===== src/rtl/adc_pack_pkg.sv =====
package adc_pack_pkg;

  function automatic int unsigned ones32(input logic [31:0] v);
    int unsigned n;
    n = 0;
    for (int i = 0; i < 32; i++) begin
      if (v[i]) n++;
    end
    return n;
  endfunction

  function automatic logic legal_pop(input int unsigned n);
    return (n != 0) && ((n & (n - 1)) == 0);
  endfunction

endpackage


===== src/rtl/adc_pack_cfg.sv =====
module adc_pack_cfg
  import adc_pack_pkg::*;
#(
  parameter int NCHAN = 4,
  localparam int CW = $clog2(NCHAN + 1)
) (
  input  logic             clk,
  input  logic             rst,
  input  logic [NCHAN-1:0] lane_en,
  output logic [NCHAN-1:0] mask_q,
  output logic [CW-1:0]    active_n,
  output logic             restart,
  output logic             bad_mask
);
  // Mask register: follows lane_en one cycle later, loaded during reset too
  always_ff @(posedge clk) begin
    mask_q <= lane_en;
  end

  int unsigned pop;
  always_comb begin
    pop = ones32(32'(mask_q));
    active_n = CW'(pop);
    bad_mask = !legal_pop(pop);
  end

  assign restart = (lane_en != mask_q) && !rst;
endmodule


===== src/rtl/adc_pack_compact.sv =====
module adc_pack_compact #(
  parameter int NCHAN = 4,
  parameter int WIN   = 8,
  localparam int BUSW = NCHAN * WIN
) (
  input  logic [NCHAN-1:0] mask,
  input  logic [BUSW-1:0]  lanes,
  output logic [BUSW-1:0]  slots
);
  // Slot j carries the j-th enabled lane, in ascending lane order
  logic [BUSW-1:0] tmp;
  int slot;
  always_comb begin
    tmp  = '0;
    slot = 0;
    for (int c = 0; c < NCHAN; c++) begin
      if (mask[c]) begin
        tmp[slot*WIN +: WIN] = lanes[c*WIN +: WIN];
        slot++;
      end
    end
    slots = tmp;
  end
endmodule


===== src/rtl/adc_pack_word.sv =====
module adc_pack_word #(
  parameter int NCHAN  = 4,
  parameter int WIN    = 8,
  parameter int NFIELD = 8,
  localparam int CW   = $clog2(NCHAN + 1),
  localparam int PW   = $clog2(NFIELD + 1),
  localparam int BUSW = NCHAN * WIN,
  localparam int OW   = NFIELD * WIN
) (
  input  logic            clk,
  input  logic            rst,
  input  logic            accept,
  input  logic            restart,
  input  logic [CW-1:0]   active_n,
  input  logic [BUSW-1:0] slots,
  input  logic            take,
  output logic            word_valid,
  output logic [OW-1:0]   word,
  output logic [PW-1:0]   fill_pos
);
  logic [WIN-1:0] stage   [NFIELD];
  logic [WIN-1:0] stage_n [NFIELD];
  logic [OW-1:0]  flat_n;
  logic           last_step;

  // Merge the new slots into the fields starting at fill_pos
  always_comb begin
    for (int f = 0; f < NFIELD; f++) begin
      stage_n[f] = stage[f];
      for (int k = 0; k < NCHAN; k++) begin
        if (k < int'(active_n) && f == int'(fill_pos) + k)
          stage_n[f] = slots[k*WIN +: WIN];
      end
    end
  end

  generate
    for (genvar g = 0; g < NFIELD; g++) begin : g_flat
      assign flat_n[g*WIN +: WIN] = stage_n[g];
    end
  endgenerate

  assign last_step = (int'(fill_pos) + int'(active_n)) >= NFIELD;

  always_ff @(posedge clk) begin
    if (rst) begin
      fill_pos   <= '0;
      word_valid <= 1'b0;
      word       <= '0;
      for (int f = 0; f < NFIELD; f++) stage[f] <= '0;
    end else begin
      if (word_valid && take) word_valid <= 1'b0;
      if (restart) begin
        fill_pos <= '0;
      end else if (accept) begin
        stage <= stage_n;
        if (last_step) begin
          fill_pos   <= '0;
          word_valid <= 1'b1;
          word       <= flat_n;
        end else begin
          fill_pos <= PW'(int'(fill_pos) + int'(active_n));
        end
      end
    end
  end
endmodule


===== src/rtl/adc_lane_packer.sv =====
module adc_lane_packer #(
  parameter int NCHAN = 4,
  parameter int WIN   = 8,
  parameter int WOUT  = 64
) (
  input  logic                 clk,
  input  logic                 rst,
  input  logic [NCHAN-1:0]     lane_en,
  input  logic                 smp_valid,
  output logic                 smp_ready,
  input  logic [NCHAN*WIN-1:0] smp_data,
  output logic                 pk_valid,
  input  logic                 pk_ready,
  output logic [WOUT-1:0]      pk_data,
  output logic                 cfg_err
);
  localparam int NFIELD = WOUT / WIN;
  localparam int CW     = $clog2(NCHAN + 1);
  localparam int PW     = $clog2(NFIELD + 1);

  generate
    if ((NCHAN & (NCHAN - 1)) != 0 || NCHAN < 1) begin : g_bad_nchan
      $error("lane count must be a power of two");
    end
    if (WOUT % (WIN * NCHAN) != 0) begin : g_bad_wout
      $error("output width must be a multiple of WIN*NCHAN");
    end
  endgenerate

  logic [NCHAN-1:0]     mask_q;
  logic [CW-1:0]        active_n;
  logic                 restart;
  logic                 bad_mask;
  logic [NCHAN*WIN-1:0] slots;
  logic                 accept;
  logic [PW-1:0]        fill_pos;

  adc_pack_cfg #(.NCHAN(NCHAN)) u_cfg (
    .clk(clk), .rst(rst), .lane_en(lane_en), .mask_q(mask_q),
    .active_n(active_n), .restart(restart), .bad_mask(bad_mask)
  );

  adc_pack_compact #(.NCHAN(NCHAN), .WIN(WIN)) u_cmp (
    .mask(mask_q), .lanes(smp_data), .slots(slots)
  );

  assign cfg_err   = bad_mask;
  assign smp_ready = !rst && !bad_mask && !restart && !(pk_valid && !pk_ready);
  assign accept    = smp_valid && smp_ready;

  adc_pack_word #(.NCHAN(NCHAN), .WIN(WIN), .NFIELD(NFIELD)) u_word (
    .clk(clk), .rst(rst), .accept(accept), .restart(restart),
    .active_n(active_n), .slots(slots), .take(pk_ready),
    .word_valid(pk_valid), .word(pk_data), .fill_pos(fill_pos)
  );
endmodule


===== config.mk =====
export PLATFORM = sky130hd
export DESIGN_NAME = adc_lane_packer
export DESIGN_NICKNAME = d
export VERILOG_FILES = /design/src/rtl/adc_pack_pkg.sv /design/src/rtl/adc_pack_cfg.sv /design/src/rtl/adc_pack_compact.sv /design/src/rtl/adc_pack_word.sv /design/src/rtl/adc_lane_packer.sv
export SDC_FILE = /design/constraint.sdc
export NUM_CORES = 1
export LEC_CHECK = 0
export ABC_AREA = 1
export BUFFER_PORTS_ARGS = -buffer_cell sky130_fd_sc_hd__buf_2
export CAP_MARGIN = 10
export CELL_PAD_IN_SITES_DETAIL_PLACEMENT = 1
export CELL_PAD_IN_SITES_GLOBAL_PLACEMENT = 2
export CORE_MARGIN = 2
export CORE_UTILIZATION = 28
export CTS_CLUSTER_DIAMETER = 200
export CTS_CLUSTER_SIZE = 40
export DETAILED_ROUTE_END_ITERATION = 16
export GPL_ROUTABILITY_DRIVEN = 0
export PLACE_DENSITY = 0.77
export SETUP_SLACK_MARGIN = 0.02
export SYNTH_ARGS = -nofsm -noshare
export SYNTH_HDL_FRONTEND = slang
export SYNTH_SLANG_ARGS = --single-unit

===== constraint.sdc =====
create_clock -name clk -period 3.2 [get_ports clk]
set_input_delay 0.32 -clock clk [delete_from_list [all_inputs] [get_ports clk]]
set_output_delay 0.32 -clock clk [all_outputs]
set_load 0.1 [all_outputs]

==> flow_metrics.env, run 1 <==
export IMPL_syn_to_final_growth_pct=25.80
export IMPL_start_kind="register"
export IMPL_critPathCaptureType="register"
export IMPL_overflow=0
export IMPL_fp_dieH_um=193.8
export IMPL_synthFlopType="dfxtp_1"
export IMPL_drc=0
export IMPL_hpwl_mm=32.72
export IMPL_antenna_found_initial=0
export IMPL_outcome="complete, no violations"
export IMPL_ir_worst_vdd_uv=418.8
export IMPL_syn_nets=1824
export IMPL_syn_instance_count=1772
export IMPL_layout_cells_most_common_list="nand2_1, inv_1, nand3_1"
export IMPL_ioPinCount=107
export IMPL_drtPass1Iterations=5
export IMPL_die_w_um=193.8
export IMPL_drt_vias_per_instance=4.927
export IMPL_required_ps=3540
export IMPL_seq_area_um2=2746
export IMPL_grt_pass1_wl_mm=68.65
export IMPL_critical_path_class="reg -> reg"
export IMPL_final_hold_viol_count=0
export IMPL_layout_commonest_cell="nand2_1"
export IMPL_tns_ps=0
export IMPL_drive_above_1_share_pct=18.23
export IMPL_avgRoutedWirePerCell_um=18.49
export IMPL_htreeDepth=4
export IMPL_syn_area_per_cell_um2=5.695
export IMPL_port_buffers=106
export IMPL_period_minus_slack_ps=3095
export IMPL_detailedPlace_worstSlack_ps=-55.90
export IMPL_powerDensity_nw_per_um2=391.2
export IMPL_antenna_left=0
export IMPL_setup_viol=0
export IMPL_coreArea_um2=35570
export IMPL_nets=1982
export IMPL_cp_arrival_ps=3440
export IMPL_grt_max_degree=58
export IMPL_fin_skew_ps=18.30
export IMPL_die_area_um2=37570
export IMPL_fin_ws_ps=104.8
export IMPL_yosys_register_bits=137
export IMPL_fmax_mhz=323.1
export IMPL_multi_input_area_um2=5872
export IMPL_clkSinkCount=137
export IMPL_slew_viol_final=0
export IMPL_track_usage_pct=23.61
export IMPL_slew_headroom_pct=48.34
export IMPL_hold_path_class="in -> reg"
export IMPL_ys_seq_area_share_pct=27.18
export IMPL_grt_pass1_vias=11932
export IMPL_clock_latency_ps=460
export IMPL_numCtsBuffers=17
export IMPL_crit_chain="fa_2 -> inv_4 -> ha_4 -> nand2_2 -> nand2_4 -> ha_1 -> a21oi_2 -> o31ai_2 -> nand2_1 -> nand3_4 -> inv_2 -> buf_12 -> nand3_1 -> nand2_1 -> inv_1"
export IMPL_first_iter_violations=876
export IMPL_clk_pin_slew_ps=70
export IMPL_fin_util_pct=35.69
export IMPL_placementRows=69
export IMPL_root_buffer="clkbuf_16"
export IMPL_power_leakage_nw=6.363
export IMPL_cp_max_fo=10
export IMPL_num_vias=11839
export IMPL_initial_core_util_pct=28.37
export IMPL_worstMarginPinSlew_ps=774.9
export IMPL_cpMaxStageDelayCell="fa_2"
export IMPL_cap_violations=0
export IMPL_n_antenna_cell=0
export IMPL_async_reset_ff_share_pct=0
export IMPL_synth_edf_count=0
export IMPL_path_common_cell="nand2_1"
export IMPL_cts_tree="done"
export IMPL_clockBufferDepth=2
export IMPL_synth_area_um2=10090
export IMPL_synth_cell_types=41
export IMPL_cpPeakStageDelay_ps=630
export IMPL_yosysWarnings=0
export IMPL_fin_crit_sh_pct=96.73
export IMPL_n_fill_cell=4792
export IMPL_drt_wl_total_mm=44.43
export IMPL_rsz0062_at_grt="yes"
## worst paths after layout
check	from	to	slack [ps]	cells after the start
worst max-delay path	u_cfg.mask_q[2]	u_word.word[32]	100	15
worst min-delay path	pk_ready	u_word.word_valid	210	4
worst max register to register	u_cfg.mask_q[2]	u_word.word[32]	100	15
worst min register to register	u_word.word[35]	u_word.word[35]	520	4
## stage by stage
step	instances	hold WS, ps	cell area [um^2]	total power [mW]
floorplan	1772	347.7	10300	2.313
global placement	2359	452.2	11830	2.727
detailed placement	2359	455.8	11830	2.742
CTS	2396	190.1	12550	5.016
global route	2403	233.2	12690	5.164
finish	2403	209.6	12690	4.966
## where the power goes
group	leakage [nW]	switching (mW)	internal [mW]	total (mW)
clock	0.303	0.828	1.40	2.23
sequential	1.11	0.0102	1.72	1.73
combinational	4.95	0.695	0.308	1.00
total	6.36	1.53	3.43	4.97
## layer usage
metal | part of all wire, % | up-vias | track usage, %
li1 | - | 5855 | -
met1 | 44 | 5640 | 29.69
met2 | 48 | 283 | 40.75
met3 | 5.1 | 61 | 3.740
met4 | 3.1 | 0 | 8.530
met5 | 0 | - | 0
## cell families after synthesis
family          synth area share (%)
simple gates                   38.60
compound gates                 15.20
buf+inv                        16.95
xor+xnor                      0.4341
flops                          27.18
fa+ha+maj                      1.637
## final cells by class
cell class | count | share of cell area, %
well taps | 461 | 4.544
inverters | 341 | 10.15
repair buffers | 214 | 12.36
clock inverters | 11 | 1.538
multi-input cells | 1219 | 46.25
flip-flops and latches | 137 | 21.63
clock buffers | 20 | 3.519
## registers in the layout (all words and copies together) (netlist names)
name	count
u_word.stage	64
u_word.word	64
u_cfg.mask_q	4
u_word.fill_pos	4
u_word.word_valid	1
## synthesized netlist by cell type (6+ instances only)
library cell / count / area [um^2]
nand2_1: 561 / 2106
clkbuf_1: 15 / 56.30
ha_1: 10 / 125.1
nand2_2: 16 / 100.1
nor2_1: 58 / 217.7
inv_1: 325 / 1220
a21oi_2: 7 / 61.31
nor3_1: 8 / 40.04
o21ai_1: 12 / 60.06
inv_2: 14 / 52.55
dfxtp_1: 137 / 2743
buf_2: 37 / 185.2
buf_1: 6 / 22.52
o22ai_1: 6 / 37.54
buf_6: 11 / 123.9
nand3_2: 7 / 70.07
nand3_1: 239 / 1196
a21oi_1: 152 / 760.7
o21ai_0: 106 / 530.5
nand4_1: 9 / 56.30
## what timing repair did
action                     in CTS  in global routing
hold buffers                    4                  0
setup buffers                   2                  5
gates cloned                    0                  2
setup endpoints to repair      35                 80
pin swaps                       1                  5
resized for setup               6                 22
hold endpoints to repair        4                  0
## critical path: cells and delay by family, from the launching register on
kind | cells | cell delay, ps
buf+inv | 4 | 410
compound gates | 2 | 280
simple gates | 6 | 780
fa+ha+maj | 3 | 1180
flops | 1 | 340
Note: power is estimated with default switching activity, not from simulation.
==> run 2: changes to the inputs <==
Settings changed: ABC_AREA 1 to default, CORE_UTILIZATION 28 to 32, PLACE_DENSITY 0.77 to default, PLACE_DENSITY_LB_ADDON from default to 0.1.
==> flow_metrics.env, run 2 <==
export IMPL_drt_vias_per_instance=5.737
export IMPL_initial_core_util_pct=32.37
export IMPL_crit_cells=11
export IMPL_grt_pass1_wl_mm=57.41
export IMPL_drt_wl_total_mm=40.15
export IMPL_netlist_top_cells_count="dfxtp_1, nand3b_1, o21ai_0"
export IMPL_synth_edf_count=0
export IMPL_synth_top_area_share_pct=30.67
export IMPL_syn_to_final_growth_pct=33.32
export IMPL_antenna_left=0
export IMPL_timing_rr_end="u_word.word[61]"
export IMPL_fp_dieH_um=171.2
export IMPL_first_iter_violations=780
export IMPL_cpPeakStageDelay_ps=610
export IMPL_crit_start="u_cfg.mask_q[0]"
export IMPL_stdcell_area_um2=11920
export IMPL_avgRoutedWirePerCell_um=24.16
export IMPL_root_buffer="clkbuf_16"
export IMPL_yosys_register_bits=137
export IMPL_die_area_um2=29300
export IMPL_cp_arrival_ps=2820
export IMPL_r2r_slack_ps=80
export IMPL_placementRows=61
export IMPL_synth_area_um2=8944
export IMPL_seq_area_um2=2745
export IMPL_layout_commonest_cell="dfxtp_1"
export IMPL_hold_path_class="in -> reg"
export IMPL_period_minus_slack_ps=3141
export IMPL_stdcell_count=1662
export IMPL_r2r_cells=14
export IMPL_die_w_um=171.2
export IMPL_port_buffers=106
export IMPL_multi_input_area_um2=5973
export IMPL_ir_worst_vdd_uv=301.8
export IMPL_cp_max_fo=5
export IMPL_clockBufferDepth=2
export IMPL_final_hold_viol_count=0
export IMPL_path_common_cell="buf_4"
export IMPL_cpMaxStageDelayCell="fa_2"
export IMPL_synthFlopType="dfxtp_1"
export IMPL_netSwitchingPower_mw=1.558
export IMPL_p_seq_share_pct=34.1
export IMPL_numCtsBuffers=17
export IMPL_nets=1323
export IMPL_rsz0062_at_grt="yes"
export IMPL_required_ps=2880
export IMPL_htreeDepth=4
export IMPL_cpLargestDelayFamily="adder cells"
export IMPL_syn_area_per_cell_um2=8.160
export IMPL_synthTopCellsByArea="dfxtp_1, nand3b_1, mux2i_1"
export IMPL_worstMarginPinSlew_ps=672.0
export IMPL_p_int_mw=3.464
export IMPL_r2r_start="u_cfg.mask_q[1]"
export IMPL_combPwrFrac_pct=21.5
export IMPL_top_regs="u_word.stage x64, u_word.word x64"
export IMPL_start_kind="register"
export IMPL_synth_most_common_cell="dfxtp_1"
export IMPL_coreArea_um2=27630
export IMPL_layout_cells_most_common_list="dfxtp_1, nand3b_1, nand2_1"
export IMPL_crit_buf_inv=4
export IMPL_synth_top_area_cell="dfxtp_1"
export IMPL_clk_pin_slew_ps=60
export IMPL_slew_headroom_pct=55.20
export IMPL_syn_instance_count=1096
export IMPL_grt_pass1_vias=9181
export IMPL_fin_skew_ps=16.00
export IMPL_num_vias=9535
export IMPL_crit_chain="fa_2 -> inv_2 -> ha_4 -> nor2b_4 -> a22oi_1 -> mux2i_1 -> buf_4 -> nor2_4 -> buf_4 -> nor3_4 -> buf_12"
export IMPL_slew_viol_final=0
export IMPL_fmax_mhz=318.4
export IMPL_hpwl_mm=26.15
export IMPL_async_reset_ff_share_pct=0
export IMPL_fin_crit_sh_pct=98.15
export IMPL_antenna_found_initial=0
export IMPL_clkSinkCount=137
export IMPL_ioPinCount=107
export IMPL_grt_max_degree=75
export IMPL_clock_latency_ps=440
export IMPL_powerDensity_nw_per_um2=421.2
export IMPL_n_antenna_cell=0
export IMPL_placed_area_um2=10750
export IMPL_p_clk_share_pct=44.4
export IMPL_yosysWarnings=0
export IMPL_syn_nets=1148
export IMPL_power_leakage_nw=4.738
export IMPL_drive_above_1_share_pct=28.27
export IMPL_track_usage_pct=26.39
export IMPL_outcome="complete, no violations"
export IMPL_cts_tree="done"
export IMPL_critical_path_class="reg -> out"
export IMPL_overflow=0
export IMPL_critPathCaptureType="primary output"
export IMPL_cap_violations=0
export IMPL_ys_seq_area_share_pct=30.67
export IMPL_drtPass1Iterations=5
export IMPL_dp_cells=1608
export IMPL_drc=0
export IMPL_swShare_pct=31.02
export IMPL_n_fill_cell=3316
export IMPL_fin_util_pct=43.16
export IMPL_setup_viol=0
export IMPL_cp_endpoint="smp_ready"
export IMPL_synth_cell_types=74
[run 2: changes by cell type after synthesis, sizes merged, moves of 15 or more]
cell / previous run / this run
nand3: 246 / 18
clkbuf: 16 / 38
a221oi: 1 / 19
a31oi: 0 / 33
inv: 339 / 11
mux2i: 0 / 74
nand2: 577 / 117
nand3b: 0 / 121
a21o: 0 / 15
a21oi: 159 / 39
nand2b: 0 / 18
o22ai: 6 / 50
[run 2: logic make-up (layout without fill, tap and decap cells)]
family	Yosys count	in the layout	synth area share (%)
XOR/XNOR	12	12	1.385
AO/OA/AOI/OAI	343	343	24.34
buffers and inverters	100	288	5.456
adder cells (fa/ha/maj)	12	12	1.847
multiplexers	86	86	10.18
flip-flops	137	137	30.67
AND/OR/NAND/NOR	406	406	26.12
[run 2: worst min path at each step]
stage               cells after the start              end       start
floorplan                               0  u_cfg.mask_q[2]  lane_en[2]
global placement                        1  u_cfg.mask_q[3]  lane_en[3]
detailed placement                      1  u_cfg.mask_q[1]  lane_en[1]
global route                            1  u_cfg.mask_q[1]  lane_en[1]
finish                                  1  u_cfg.mask_q[1]  lane_en[1]
CTS                                     1  u_cfg.mask_q[1]  lane_en[1]
[run 2: metrics by stage]
step	TNS [ps]	total power [mW]	setup slack, ps	hold slack (ps)
floorplan	-1392	2.276	-79.00	347.7
global placement	-21.34	2.741	-9.996	448.3
detailed placement	-399.9	2.749	-50.59	454.0
CTS	0	5.012	12.87	0.2535
global route	-2455	5.174	-70.41	4.480
finish	0	5.022	59.33	22.96
[run 2: per-layer routing]
| metal | track usage [%] | wire [um] | part of all wire [%] |
|---|---|---|---|
| met5 | 0 | 0 | 0 |
| met4 | 8.511 | 897 | 2.2 |
| met3 | 5.614 | 2713 | 6.8 |
| met2 | 40.76 | 18080 | 45 |
| met1 | 36.59 | 18460 | 46 |
[run 2: area by class of cell]
class | count | share of cell area (%)
clock inverters | 14 | 1.763
clock buffers | 18 | 3.599
multi-input cells | 859 | 50.09
inverters | 11 | 0.3673
repair buffers | 245 | 17.19
well taps | 378 | 3.966
flip-flops and latches | 137 | 23.02
[run 2: what timing repair did]
| action | 4_1_cts | 5_1_grt |
|---|---|---|
| hold buffers | 1 | 0 |
| setup endpoints to repair | 87 | 129 |
| cloned | 0 | 12 |
| resized for setup | 1 | 57 |
| buffers inserted | 2 | 7 |
| endpoints found under the hold margin | 1 | 0 |
| pin swaps | 1 | 12 |
[run 2: power groups by stage]
stage | logic [mW] | clock network (mW) | registers, mW
after CTS | 1.01 | 2.29 | 1.71
after floorplan | 0.522 | 0 | 1.75
after detailed placement | 0.996 | 0 | 1.75
after global routing | 1.12 | 2.34 | 1.71
final | 1.08 | 2.23 | 1.71
after global placement | 0.988 | 0 | 1.75
